<file path="src/rtl/phy_mgmt_pkg.sv">
package phy_mgmt_pkg;
   typedef enum logic [2:0] {
      FS_PRE, FS_ST, FS_OP, FS_ADR, FS_TA, FS_RD, FS_WR
   } frame_st_e;

   localparam logic [1:0] OP_RD = 2'b10;
   localparam logic [1:0] OP_WR = 2'b01;
endpackage

</file>
<file path="src/rtl/mdio_frame.sv">
module mdio_frame
   import phy_mgmt_pkg::*;
#(
   parameter int DATA_W      = 16,
   parameter int AW          = 5,
   parameter int PRE_LEN     = 32,
   parameter int SYNC_STAGES = 2
) (
   input  logic              clk,
   input  logic              rst_n,
   input  logic              mdc,
   input  logic              mdio_in,
   input  logic [AW-1:0]     phy_addr,
   input  logic [DATA_W-1:0] rd_data,
   output logic              rd_req,
   output logic              wr_req,
   output logic [AW-1:0]     reg_addr,
   output logic [DATA_W-1:0] wr_data,
   output logic              mdio_out,
   output logic              mdio_oe
);
   localparam int CNT_MAX = (PRE_LEN > DATA_W) ? PRE_LEN : DATA_W;
   localparam int CW      = $clog2(CNT_MAX + 1);
   localparam int FW      = 2 * AW;

   if (SYNC_STAGES < 1) begin : g_bad_sync
      $error("SYNC_STAGES must be at least 1");
   end

   logic [SYNC_STAGES:0] mdc_chain, dat_chain;
   logic                 mdc_prev, rise, bit_s;

   assign mdc_chain[0] = mdc;
   assign dat_chain[0] = mdio_in;

   always_ff @(posedge clk or negedge rst_n) begin
      if (!rst_n) begin
         mdc_chain[SYNC_STAGES:1] <= '0;
         dat_chain[SYNC_STAGES:1] <= '1;
         mdc_prev                 <= 1'b0;
      end else begin
         mdc_chain[SYNC_STAGES:1] <= mdc_chain[SYNC_STAGES-1:0];
         dat_chain[SYNC_STAGES:1] <= dat_chain[SYNC_STAGES-1:0];
         mdc_prev                 <= mdc_chain[SYNC_STAGES];
      end
   end

   assign rise  = mdc_chain[SYNC_STAGES] & ~mdc_prev;
   assign bit_s = dat_chain[SYNC_STAGES];

   frame_st_e         st;
   logic [CW-1:0]     cnt;
   logic [1:0]        op_q;
   logic [FW-1:0]     adr_q;
   logic [FW-1:0]     adr_nxt;
   logic [DATA_W-1:0] sh_q;

   assign adr_nxt  = {adr_q[FW-2:0], bit_s};
   assign reg_addr = adr_q[AW-1:0];
   assign wr_data  = sh_q;

   always_ff @(posedge clk or negedge rst_n) begin
      if (!rst_n) begin
         st       <= FS_PRE;
         cnt      <= '0;
         op_q     <= '0;
         adr_q    <= '0;
         sh_q     <= '0;
         rd_req   <= 1'b0;
         wr_req   <= 1'b0;
         mdio_out <= 1'b0;
         mdio_oe  <= 1'b0;
      end else begin
         rd_req <= 1'b0;
         wr_req <= 1'b0;
         if (rd_req) sh_q <= rd_data;
         if (rise) begin
            unique case (st)
               FS_PRE: begin
                  if (bit_s) begin
                     if (cnt != CW'(PRE_LEN)) cnt <= cnt + 1'b1;
                  end else if (cnt == CW'(PRE_LEN)) begin
                     st <= FS_ST;
                  end else begin
                     cnt <= '0;
                  end
               end
               FS_ST: begin
                  cnt <= '0;
                  st  <= bit_s ? FS_OP : FS_PRE;
               end
               FS_OP: begin
                  op_q <= {op_q[0], bit_s};
                  if (cnt == CW'(1)) begin
                     cnt <= '0;
                     st  <= FS_ADR;
                  end else begin
                     cnt <= cnt + 1'b1;
                  end
               end
               FS_ADR: begin
                  adr_q <= adr_nxt;
                  if (cnt == CW'(FW - 1)) begin
                     cnt <= '0;
                     if (adr_nxt[FW-1:AW] == phy_addr &&
                         (op_q == OP_RD || op_q == OP_WR)) begin
                        st     <= FS_TA;
                        rd_req <= (op_q == OP_RD);
                     end else begin
                        st <= FS_PRE;
                     end
                  end else begin
                     cnt <= cnt + 1'b1;
                  end
               end
               FS_TA: begin
                  if (op_q == OP_RD) begin
                     mdio_oe  <= 1'b1;
                     mdio_out <= 1'b0;
                     cnt      <= '0;
                     st       <= FS_RD;
                  end else if (cnt == CW'(1)) begin
                     cnt <= '0;
                     st  <= FS_WR;
                  end else begin
                     cnt <= cnt + 1'b1;
                  end
               end
               FS_RD: begin
                  if (cnt == CW'(DATA_W)) begin
                     mdio_oe <= 1'b0;
                     cnt     <= '0;
                     st      <= FS_PRE;
                  end else begin
                     mdio_out <= sh_q[DATA_W-1];
                     sh_q     <= {sh_q[DATA_W-2:0], 1'b0};
                     cnt      <= cnt + 1'b1;
                  end
               end
               FS_WR: begin
                  sh_q <= {sh_q[DATA_W-2:0], bit_s};
                  if (cnt == CW'(DATA_W - 1)) begin
                     wr_req <= 1'b1;
                     cnt    <= '0;
                     st     <= FS_PRE;
                  end else begin
                     cnt <= cnt + 1'b1;
                  end
               end
               default: st <= FS_PRE;
            endcase
         end
      end
   end
endmodule

</file>
<file path="src/rtl/mgmt_regfile.sv">
module mgmt_regfile #(
   parameter int          DATA_W    = 16,
   parameter int          AW        = 5,
   parameter logic [31:0] IMPL_MASK = 32'hB823_007F,
   parameter logic [15:0] ID_HI     = 16'h0A5C,
   parameter logic [15:0] ID_LO     = 16'h3E41,
   parameter int          INT_ADDR  = 27,
   parameter int          CTRL_ADDR = 31,
   parameter int          POL_BIT   = 9
) (
   input  logic              clk,
   input  logic              rst_n,
   input  logic              wr_req,
   input  logic              rd_req,
   input  logic [AW-1:0]     reg_addr,
   input  logic [DATA_W-1:0] wr_data,
   input  logic [DATA_W-1:0] irq_word,
   output logic [DATA_W-1:0] rd_data,
   output logic              int_wr,
   output logic              int_rd,
   output logic              pin_pol
);
   localparam int NREG = 1 << AW;

   logic [NREG-1:0][DATA_W-1:0] word;

   for (genvar i = 0; i < NREG; i++) begin : g_reg
      if (!IMPL_MASK[i]) begin : g_hole
         assign word[i] = '0;
      end else if (i == 2) begin : g_id_hi
         assign word[i] = DATA_W'(ID_HI);
      end else if (i == 3) begin : g_id_lo
         assign word[i] = DATA_W'(ID_LO);
      end else if (i == INT_ADDR) begin : g_irq
         assign word[i] = irq_word;
      end else begin : g_store
         logic [DATA_W-1:0] q;
         always_ff @(posedge clk or negedge rst_n) begin
            if (!rst_n)                                  q <= '0;
            else if (wr_req && reg_addr == AW'(i))       q <= wr_data;
         end
         assign word[i] = q;
      end
   end

   assign rd_data = word[reg_addr];
   assign int_wr  = wr_req && (reg_addr == AW'(INT_ADDR));
   assign int_rd  = rd_req && (reg_addr == AW'(INT_ADDR));
   assign pin_pol = word[CTRL_ADDR][POL_BIT];
endmodule

</file>
<file path="src/rtl/irq_ctrl.sv">
module irq_ctrl #(
   parameter int EVT_W   = 8,
   parameter bit REG_PIN = 1'b1
) (
   input  logic               clk,
   input  logic               rst_n,
   input  logic [EVT_W-1:0]   evt,
   input  logic               en_wr,
   input  logic [EVT_W-1:0]   en_data,
   input  logic               rd_clr,
   input  logic               active_hi,
   output logic [EVT_W-1:0]   en_q,
   output logic [EVT_W-1:0]   cond_q,
   output logic               intr_pin
);
   logic active, pin_d;

   always_ff @(posedge clk or negedge rst_n) begin
      if (!rst_n) begin
         en_q   <= '0;
         cond_q <= '0;
      end else begin
         if (en_wr) en_q <= en_data;
         cond_q <= rd_clr ? evt : (cond_q | evt);
      end
   end

   assign active = |(en_q & cond_q);
   assign pin_d  = active_hi ? active : ~active;

   if (REG_PIN) begin : g_reg_pin
      always_ff @(posedge clk or negedge rst_n) begin
         if (!rst_n) intr_pin <= 1'b1;
         else        intr_pin <= pin_d;
      end
   end else begin : g_comb_pin
      assign intr_pin = pin_d;
   end
endmodule

</file>
<file path="src/rtl/phy_mgmt_regs.sv">
module phy_mgmt_regs
   import phy_mgmt_pkg::*;
#(
   parameter int          DATA_W      = 16,
   parameter int          AW          = 5,
   parameter int          EVT_W       = 8,
   parameter int          PRE_LEN     = 32,
   parameter int          SYNC_STAGES = 2,
   parameter int          NUM_REGS    = 14,
   parameter logic [31:0] IMPL_MASK   = 32'hB823_007F,
   parameter logic [15:0] ID_HI       = 16'h0A5C,
   parameter logic [15:0] ID_LO       = 16'h3E41,
   parameter int          INT_ADDR    = 27,
   parameter int          CTRL_ADDR   = 31,
   parameter int          POL_BIT     = 9,
   parameter bit          REG_PIN     = 1'b1
) (
   input  logic             clk,
   input  logic             rst_n,
   input  logic [AW-1:0]    phy_addr_strap,
   input  logic             mdc,
   input  logic             mdio_in,
   output logic             mdio_out,
   output logic             mdio_oe,
   input  logic [EVT_W-1:0] evt_pulse,
   output logic             intr_pin
);
   if (2 * EVT_W != DATA_W) begin : g_bad_evt
      $error("EVT_W must be half of DATA_W");
   end
   if (AW != 5) begin : g_bad_aw
      $error("Clause 22 framing needs 5-bit address fields");
   end
   if ($countones(IMPL_MASK) != NUM_REGS) begin : g_bad_mask
      $error("IMPL_MASK does not match NUM_REGS");
   end
   if (!IMPL_MASK[INT_ADDR] || !IMPL_MASK[CTRL_ADDR]) begin : g_bad_map
      $error("interrupt and control registers must be implemented");
   end
   if (POL_BIT >= DATA_W) begin : g_bad_pol
      $error("POL_BIT out of range");
   end

   logic              rd_req, wr_req, int_wr, int_rd, pin_pol;
   logic [AW-1:0]     reg_addr;
   logic [DATA_W-1:0] wr_data, rd_data;
   logic [EVT_W-1:0]  irq_en, irq_cond;

   mdio_frame #(
      .DATA_W(DATA_W), .AW(AW), .PRE_LEN(PRE_LEN), .SYNC_STAGES(SYNC_STAGES)
   ) u_frame (
      .clk(clk), .rst_n(rst_n), .mdc(mdc), .mdio_in(mdio_in),
      .phy_addr(phy_addr_strap), .rd_data(rd_data),
      .rd_req(rd_req), .wr_req(wr_req), .reg_addr(reg_addr),
      .wr_data(wr_data), .mdio_out(mdio_out), .mdio_oe(mdio_oe)
   );

   mgmt_regfile #(
      .DATA_W(DATA_W), .AW(AW), .IMPL_MASK(IMPL_MASK), .ID_HI(ID_HI),
      .ID_LO(ID_LO), .INT_ADDR(INT_ADDR), .CTRL_ADDR(CTRL_ADDR),
      .POL_BIT(POL_BIT)
   ) u_regs (
      .clk(clk), .rst_n(rst_n), .wr_req(wr_req), .rd_req(rd_req),
      .reg_addr(reg_addr), .wr_data(wr_data),
      .irq_word({irq_en, irq_cond}), .rd_data(rd_data),
      .int_wr(int_wr), .int_rd(int_rd), .pin_pol(pin_pol)
   );

   irq_ctrl #(
      .EVT_W(EVT_W), .REG_PIN(REG_PIN)
   ) u_irq (
      .clk(clk), .rst_n(rst_n), .evt(evt_pulse), .en_wr(int_wr),
      .en_data(wr_data[DATA_W-1:EVT_W]), .rd_clr(int_rd),
      .active_hi(pin_pol), .en_q(irq_en), .cond_q(irq_cond),
      .intr_pin(intr_pin)
   );
endmodule

</file>
<file path="config.mk">
export PLATFORM = sky130hd
export DESIGN_NAME = phy_mgmt_regs
export DESIGN_NICKNAME = d
export VERILOG_FILES = /design/src/rtl/phy_mgmt_pkg.sv /design/src/rtl/mdio_frame.sv /design/src/rtl/mgmt_regfile.sv /design/src/rtl/irq_ctrl.sv /design/src/rtl/phy_mgmt_regs.sv
export SDC_FILE = /design/constraint.sdc
export NUM_CORES = 1
export LEC_CHECK = 0
export ABC_AREA = 1
export ABC_CLOCK_PERIOD_IN_PS = 4450
export BUFFER_PORTS_ARGS = -buffer_cell sky130_fd_sc_hd__buf_4
export CORE_UTILIZATION = 57
export DETAILED_ROUTE_END_ITERATION = 16
export HOLD_SLACK_MARGIN = 0.08
export PLACE_DENSITY = 0.73
export SLEW_MARGIN = 40
export SYNTH_ARGS = -nofsm -noshare
export SYNTH_HDL_FRONTEND = slang
export SYNTH_SLANG_ARGS = --single-unit
</file>
<file path="constraint.sdc">
create_clock -name clk -period 4.45 [get_ports clk]
set_clock_uncertainty 0.2 [all_clocks]
set_input_delay 0.89 -clock clk [delete_from_list [all_inputs] [get_ports clk]]
set_output_delay 0.89 -clock clk [all_outputs]
set_load 0.02 [all_outputs]
</file>
# Yosys cells after proc, flatten, opt, wreduce, memory -nomap -nowiden
# Cells that the tools add are included.
dict set report classes {
  add_sub_neg 1
  magnitude_cmp 1
  n_eq_ne 37
  mux 41
  bitwise 5
  n_reduce_logical 26
}
# op count
set ops {}
lappend ops {{$bmux 16 s5} 1}
lappend ops {{$mux 16} 4}
lappend ops {{$mux 6} 8}
lappend ops {{$pmux 6 s7} 1}
lappend ops {{$eq 5x5->1 const B} 7}
lappend ops {{$pmux 16 s2} 1}
lappend ops {{$mux 3} 9}
lappend ops {{$pmux 3 s7} 1}
lappend ops {{$eq 5x3->1 const B} 3}
lappend ops {{$logic_and 1x1->1} 14}
lappend ops {{$eq 6x4->1 const B} 2}
lappend ops {{$mux 1} 12}
lappend ops {{$ne 2x1->1 const B} 6}
lappend ops {{$reduce_and 4->1} 3}
lappend ops {{$eq 3x3->1 const B} 3}
lappend ops {{$and 8x8->8} 1}
lappend ops {{$mux 8} 1}
lappend ops {{$or 8x8->8} 1}
lappend ops {{$reduce_and 8->1} 1}
lappend ops {{$reduce_or 8->1} 1}
lappend ops {{$reduce_bool 7->1} 1}
lappend ops {{$add 6x1->6 const B} 1}
lappend ops {{$eq 3x2->1 const B} 2}
lappend ops {{$eq 6x1->1 const B} 1}
lappend ops {{22 further kinds} 26}
dict set report word_totals {
  regBits 238
  input_bits 17
  out_inout_bits 3
  word_cells 137
}

# Longest topological paths before layout
dict set report logic_depth {
  word_depth 7
  depth_mapped 13
}

# Cells and area by module
# From an unflattened synthesis, not the netlist that was laid out.
dict set report unflattened {
  cells_unflattened 1423
  area_unflattened_um2 11524.8
}
# module instances cells_per_inst area_per_inst_um2
set by_module_without_submodules {}
lappend by_module_without_submodules {mgmt_regfile 1 1099 8434.3}
lappend by_module_without_submodules {mdio_frame 1 262 2364.8}
lappend by_module_without_submodules {irq_ctrl 1 62 725.7}

# Least setup slack after synthesis
# No wires, ideal clock.
dict set report synth_path {
  path_type {flip-flop to flip-flop}
  start {reg u_frame.adr_q[0]}
  end {reg u_frame.sh_q[1] (netlist: u_frame.wr_data[1])}
  arrival_ns 1.367
  path_slack_ns 2.766
  path_stages_with_launch 14
  path_buffers 3
  path_cell_list {dfrtp_1 buf_4 inv_2 nor2_2 buf_4 buf_4 nand3_1 nand2_1 nor2_1 nand3_1 nand3_1 nand2_1 nand2_1 nand2_1}
}
dict set report synth_via {
  elab_chain_len 6
}
# item line
set synth_lines {}
lappend synth_lines {{start, declared} mdio_frame.sv:54} ;# logic [FW-1:0] adr_q;
lappend synth_lines {{start signal, assigned} mdio_frame.sv:102} ;# adr_q <= adr_nxt;
lappend synth_lines {{$bmux 16 s5 *} mgmt_regfile.sv:46} ;# assign rd_data = word[reg_addr];
lappend synth_lines {{$mux 16 (implied by the code) *} mgmt_regfile.sv:46}
lappend synth_lines {{$mux 16 *} mdio_frame.sv:76} ;# if (rd_req) sh_q <= rd_data;
lappend synth_lines {{$mux 16} mdio_frame.sv:130} ;# if (cnt == CW'(DATA_W)) begin
lappend synth_lines {{$pmux 16 s2} mdio_frame.sv:78} ;# unique case (st)
lappend synth_lines {{$mux 16 *} mdio_frame.sv:77} ;# if (rise) begin
lappend synth_lines {{end signal, assigned} mdio_frame.sv:76}
lappend synth_lines {{end signal, assigned} mdio_frame.sv:136} ;# sh_q <= {sh_q[DATA_W-2:0], 1'b0};
lappend synth_lines {{end signal, assigned} mdio_frame.sv:141} ;# sh_q <= {sh_q[DATA_W-2:0], bit_s};
lappend synth_lines {{end, declared} mdio_frame.sv:56} ;# logic [DATA_W-1:0] sh_q;
# Mark *: on every way between the ends. The rest lies on a longest branch, timed or not. The select of a mux whose other input is x is not followed.
# A chain may end at the register's enable or synchronous reset.

# Worst setup path in the final report
dict set report layout_path {
  start {reg u_frame.adr_q[1]}
  end {reg u_frame.sh_q[6] (netlist: u_frame.wr_data[6])}
}
# The elaborated chain is that of the path after synthesis.

==> report_table.html <==
<table>
<tr><th>Metric</th><th>Value</th></tr>
<tr><th colspan="2">CTS</th></tr>
<tr><td>Clock Sinks</td><td>238</td></tr>
<tr><td>CTS tree</td><td>built</td></tr>
<tr><td>Clock root buffer master</td><td>sky130_fd_sc_hd__clkbuf_16</td></tr>
<tr><td># H-tree levels</td><td>1</td></tr>
<tr><td>Number of buffers created by CTS</td><td>26</td></tr>
<tr><td>Maximum buffer depth of the clock tree</td><td>3</td></tr>
<tr><td>Clock transition time at the flip-flop clock pins of the worst setup and hold paths</td><td>0.06 ns</td></tr>
<tr><td>Clk Latency, worst-skew pair</td><td>0.53 ns</td></tr>
<tr><th colspan="2">Critical path</th></tr>
<tr><td>Kind of cell adding the most delay to the critical path</td><td>simple AND/OR/NAND/NOR gates</td></tr>
<tr><td>Worst setup path start</td><td>u_frame.adr_q[1]$_DFFE_PN0P_</td></tr>
<tr><td>Worst path buffer plus inverter count</td><td>2</td></tr>
<tr><td>Maximum single-stage delay on the critical path</td><td>0.67 ns</td></tr>
<tr><td>Required time of the critical path</td><td>4.72 ns</td></tr>
<tr><td>Data arrival time of the critical path</td><td>3.14 ns</td></tr>
<tr><td>Critical path peak fanout</td><td>25</td></tr>
<tr><td>Worst setup path class</td><td>flop to flop</td></tr>
<tr><td>Cell mode on critical path</td><td>sky130_fd_sc_hd__nand2_1</td></tr>
<tr><td>Setup crit end kind</td><td>flop</td></tr>
<tr><td>FF-to-FF Start</td><td>u_frame.adr_q[1]$_DFFE_PN0P_</td></tr>
<tr><td>Nature of the critical path startpoint</td><td>flop</td></tr>
<tr><td>Cell type of the slowest stage on the worst timing path</td><td>sky130_fd_sc_hd__dfrtp_1</td></tr>
<tr><td>Cell-by-cell listing of the critical path</td><td>nor2_4 &gt; buf_4 &gt; buf_4 &gt; nand2_1 &gt; nand3_1 &gt; nand2_1 &gt; nand3_1 &gt; nand3_1 &gt; nand2_1 &gt; nand2_1 &gt; nand2_1</td></tr>
<tr><th colspan="2">Detailed routing</th></tr>
<tr><td>Drt via density</td><td>5.61</td></tr>
<tr><td>Antenna viol nets, final</td><td>0</td></tr>
<tr><td>Routed len/inst</td><td>17.0 µm</td></tr>
<tr><td>Starting DRT DRC Count</td><td>862</td></tr>
<tr><td>Number of DRC violations after detailed routing</td><td>0</td></tr>
<tr><td>Detailed Route WL</td><td>28.5 mm</td></tr>
<tr><td>Router iterations before antenna repair</td><td>5</td></tr>
<tr><td>Vias post-DR</td><td>9,406</td></tr>
<tr><th colspan="2">Floorplanning</th></tr>
<tr><td>Floorplan core area</td><td>19,000 µm²</td></tr>
<tr><td>Total Die Area</td><td>20,200 µm²</td></tr>
<tr><td>Die width</td><td>142 µm</td></tr>
<tr><td>I/O pin count</td><td>20</td></tr>
<tr><td>Die height</td><td>142 µm</td></tr>
<tr><td>Starting Density</td><td>0.589</td></tr>
<tr><td>Row Count</td><td>50</td></tr>
<tr><th colspan="2">STA</th></tr>
<tr><td>Final hold violations</td><td>0</td></tr>
<tr><td>Actual slew at the worst max-slew pin</td><td>0.823 ns</td></tr>
<tr><td>Maximum clock frequency</td><td>348 MHz</td></tr>
<tr><td>Post-route setup TNS</td><td>0 ns</td></tr>
<tr><td>Minimum setup slack in the final design</td><td>1.58 ns</td></tr>
<tr><td>Final setup viols</td><td>0</td></tr>
<tr><td>Smallest hold slack</td><td>0.158 ns</td></tr>
<tr><td>Crit share post-route</td><td>0.645</td></tr>
<tr><td>Fin crit period</td><td>2.87 ns</td></tr>
<tr><td>Final-report max-slew violation count</td><td>0</td></tr>
<tr><td>Setup repair after global routing missed its margin</td><td>no</td></tr>
<tr><td>Worst relative slew slack</td><td>0.452</td></tr>
<tr><th colspan="2">Final layout</th></tr>
<tr><td># fillers</td><td>1,680</td></tr>
<tr><td>Multi-input gate area in the final layout</td><td>4520 µm²</td></tr>
<tr><td>Final nets</td><td>1,418</td></tr>
<tr><td>Growth of design area from synthesis to finish</td><td>10.3%</td></tr>
<tr><td>Fraction of final layout cells sized beyond drive strength 1</td><td>0.0797</td></tr>
<tr><td>ANT cells</td><td>0</td></tr>
<tr><td>Final cell count without fillers</td><td>1,677</td></tr>
<tr><td>Final Instance Area</td><td>12,400 µm²</td></tr>
<tr><td>Reg area</td><td>5960 µm²</td></tr>
<tr><th colspan="2">Pwr</th></tr>
<tr><td>Maximum resistive drop on vdd</td><td>0.528 mV</td></tr>
<tr><td>Power density over cell area</td><td>467 nW/µm²</td></tr>
<tr><td>Leakage power</td><td>0.00586 µW</td></tr>
<tr><th colspan="2">GRT</th></tr>
<tr><td>Aggregate global routing overflow</td><td>0</td></tr>
<tr><td>Number of antenna violations at the first check in global routing</td><td>0</td></tr>
<tr><td>Number of global-route vias before repair</td><td>9,034</td></tr>
<tr><td>GR Util All Layers</td><td>0.299</td></tr>
<tr><td>Maximum number of pins on one net before global-route repair</td><td>72</td></tr>
<tr><td>Global-route wire length before repair</td><td>47.2 mm</td></tr>
<tr><th colspan="2">Synthesis</th></tr>
<tr><td>Leading post-synthesis cells by cell area</td><td>sky130_fd_sc_hd__dfrtp_1 52%, sky130_fd_sc_hd__nand2_1 17%, sky130_fd_sc_hd__o21ai_0 9.0%</td></tr>
<tr><td>Total standard cell area after synthesis</td><td>11,200 µm²</td></tr>
<tr><td>Post-synthesis average cell area</td><td>7.87 µm²</td></tr>
<tr><td>Post-Synthesis Net Count</td><td>1,446</td></tr>
<tr><td>Number of warnings printed during yosys synthesis</td><td>0</td></tr>
<tr><td>Share of synthesized flip-flops with an asynchronous set or reset</td><td>1.00</td></tr>
<tr><td>Most common cell in the netlist</td><td>sky130_fd_sc_hd__nand2_1</td></tr>
<tr><td>Most frequently used flop master after synthesis</td><td>sky130_fd_sc_hd__dfrtp_1</td></tr>
<tr><td>Flip-flop and latch count after synthesis</td><td>238</td></tr>
<tr><td>Post-synthesis instance total</td><td>1,425</td></tr>
<tr><td>Leading cell types by count after synthesis</td><td>514 x sky130_fd_sc_hd__nand2_1, 235 x sky130_fd_sc_hd__dfrtp_1, 201 x sky130_fd_sc_hd__o21ai_0, 142 x sky130_fd_sc_hd__nand3_1, 78 x sky130_fd_sc_hd__inv_1</td></tr>
<tr><td>Area share of the leading cell type in the synthesized netlist</td><td>0.525</td></tr>
<tr><td>Number of synthesized flops with an enable pin</td><td>0</td></tr>
<tr><td>Leading area contributor after synthesis</td><td>sky130_fd_sc_hd__dfrtp_1</td></tr>
<tr><td>Number of unique standard cell types used by synthesis</td><td>35</td></tr>
<tr><td>Sequential share of the synthesized area</td><td>0.532</td></tr>
<tr><th colspan="2">Placement</th></tr>
<tr><td>Count of input and output buffers</td><td>19</td></tr>
<tr><td>Placed Cells</td><td>1,628</td></tr>
<tr><td>Detail Placement HPWL</td><td>18.6 mm</td></tr>
<tr><td>Global placement routability congestion</td><td>0.864</td></tr>
<tr><td>Setup Slack @ Placement</td><td>1.65 ns</td></tr>
<tr><td>Placed cell area</td><td>11,400 µm²</td></tr>
<tr><th colspan="2">Hold path</th></tr>
<tr><td>Critical hold path startpoint</td><td>u_frame.mdc_chain[1]$_DFF_PN0_</td></tr>
<tr><td>Type of the most critical hold path</td><td>flop to flop</td></tr>
<tr><th colspan="2">Job</th></tr>
<tr><td>Reported max-cap violation count</td><td>0</td></tr>
<tr><th colspan="2">Run status</th></tr>
<tr><td>Run status</td><td>finished clean</td></tr>
</table>
layer usage:
| layer | wire, µm | global-route usage | up-vias |
|---|---|---|---|
| li1 | - | - | 4511 |
| met1 | 12900 | 0.421 | 4502 |
| met2 | 13000 | 0.469 | 326 |
| met3 | 1770 | 0.0501 | 67 |
| met4 | 848 | 0.103 | 0 |
| met5 | 0 | 0 | - |
sequential cells by signal (all words and copies together) (netlist names), 2 cells and up:
name,cells
u_frame.adr_q,9
u_frame.cnt,6
u_frame.mdc_chain,2
u_frame.op_q,2
u_frame.st,3
u_frame.wr_data,16
u_irq.cond_q,8
u_irq.en_q,8
u_regs.g.g_store.q,176
placed cells by master (no fill, tap or decap), types with 3 or more instances in the layout:
cell	netlist	layout
sky130_fd_sc_hd__a21oi_1	13	13
sky130_fd_sc_hd__buf_12	0	3
sky130_fd_sc_hd__buf_4	13	29
sky130_fd_sc_hd__bufinv_16	0	4
sky130_fd_sc_hd__clkbuf_1	43	4
sky130_fd_sc_hd__clkbuf_16	0	27
sky130_fd_sc_hd__clkbuf_8	0	4
sky130_fd_sc_hd__clkinv_2	0	6
sky130_fd_sc_hd__clkinvlp_4	0	3
sky130_fd_sc_hd__dfrtp_1	235	235
sky130_fd_sc_hd__dfstp_2	3	3
sky130_fd_sc_hd__ha_1	4	4
sky130_fd_sc_hd__inv_1	78	78
sky130_fd_sc_hd__inv_2	5	5
sky130_fd_sc_hd__nand2_1	514	508
sky130_fd_sc_hd__nand2_2	4	10
sky130_fd_sc_hd__nand3_1	142	142
sky130_fd_sc_hd__nand3_2	3	3
sky130_fd_sc_hd__nand3b_1	8	8
sky130_fd_sc_hd__nand4_1	7	7
sky130_fd_sc_hd__nor2_1	73	73
sky130_fd_sc_hd__nor2_2	8	7
sky130_fd_sc_hd__nor3_1	3	3
sky130_fd_sc_hd__o21ai_0	201	201
sky130_fd_sc_hd__o21ai_1	5	5
sky130_fd_sc_hd__o21bai_1	9	9
sky130_fd_sc_hd__or2_2	4	4
sky130_fd_sc_hd__xnor2_1	3	3
final timing paths:
kind / endpoint / slack (ns) / cells past startpoint
worst max-delay path: u_frame.wr_data[6]$_DFF_PN0_ / 1.58 / 11
worst min-delay path: u_frame.mdc_chain[2]$_DFF_PN0_ / 0.16 / 0
worst max register to register: u_frame.wr_data[6]$_DFF_PN0_ / 1.58 / 11
worst min register to register: u_frame.mdc_chain[2]$_DFF_PN0_ / 0.16 / 0
max in group asynchronous: u_frame.cnt[3]$_DFFE_PN0P_ / 2.42 / 4
min in group asynchronous: u_regs.g_reg[28].g_store.q[1]$_DFFE_PN0P_ / 0.63 / 2
repair_timing:
action,CTS,global route
resized for setup,0,0
buffers inserted,0,0
hold endpoints to repair,37,0
hold buffers,1,0
kinds of logic after synthesis:
logic type | Yosys count | share of synthesized area
and+or+nand+nor | 770 | 0.285
adders and majority gates | 4 | 0.00446
buffers and inverters | 174 | 0.0667
AOI/OAI and AO/OA | 234 | 0.108
xor gates and xnor gates | 5 | 0.00391
DFF | 238 | 0.532
layout make-up:
class	instances	area share
inverters	83	0.0252
clock inverters	13	0.0140
clock buffers	35	0.0603
well taps	260	0.0263
flip-flops and latches	238	0.482
repair buffers	35	0.0267
multi-input cells	1013	0.366
through the flow:
step,total power (µW),util
2_1_floorplan,3170,-
3_3_place_gp,3480,0.599
3_5_place_dp,3510,0.602
4_1_cts,5800,0.650
5_1_grt,6020,0.650
6_report,5780,0.650
power by group:
part | switching (µW) | leakage [µW] | internal [µW]
Clock | 878 | 0.000447 | 1410
Sequential | 107 | 0.00325 | 2230
Combinational | 858 | 0.00216 | 295
Total | 1840 | 0.00586 | 3930
(Power assumes the default switching activity.)
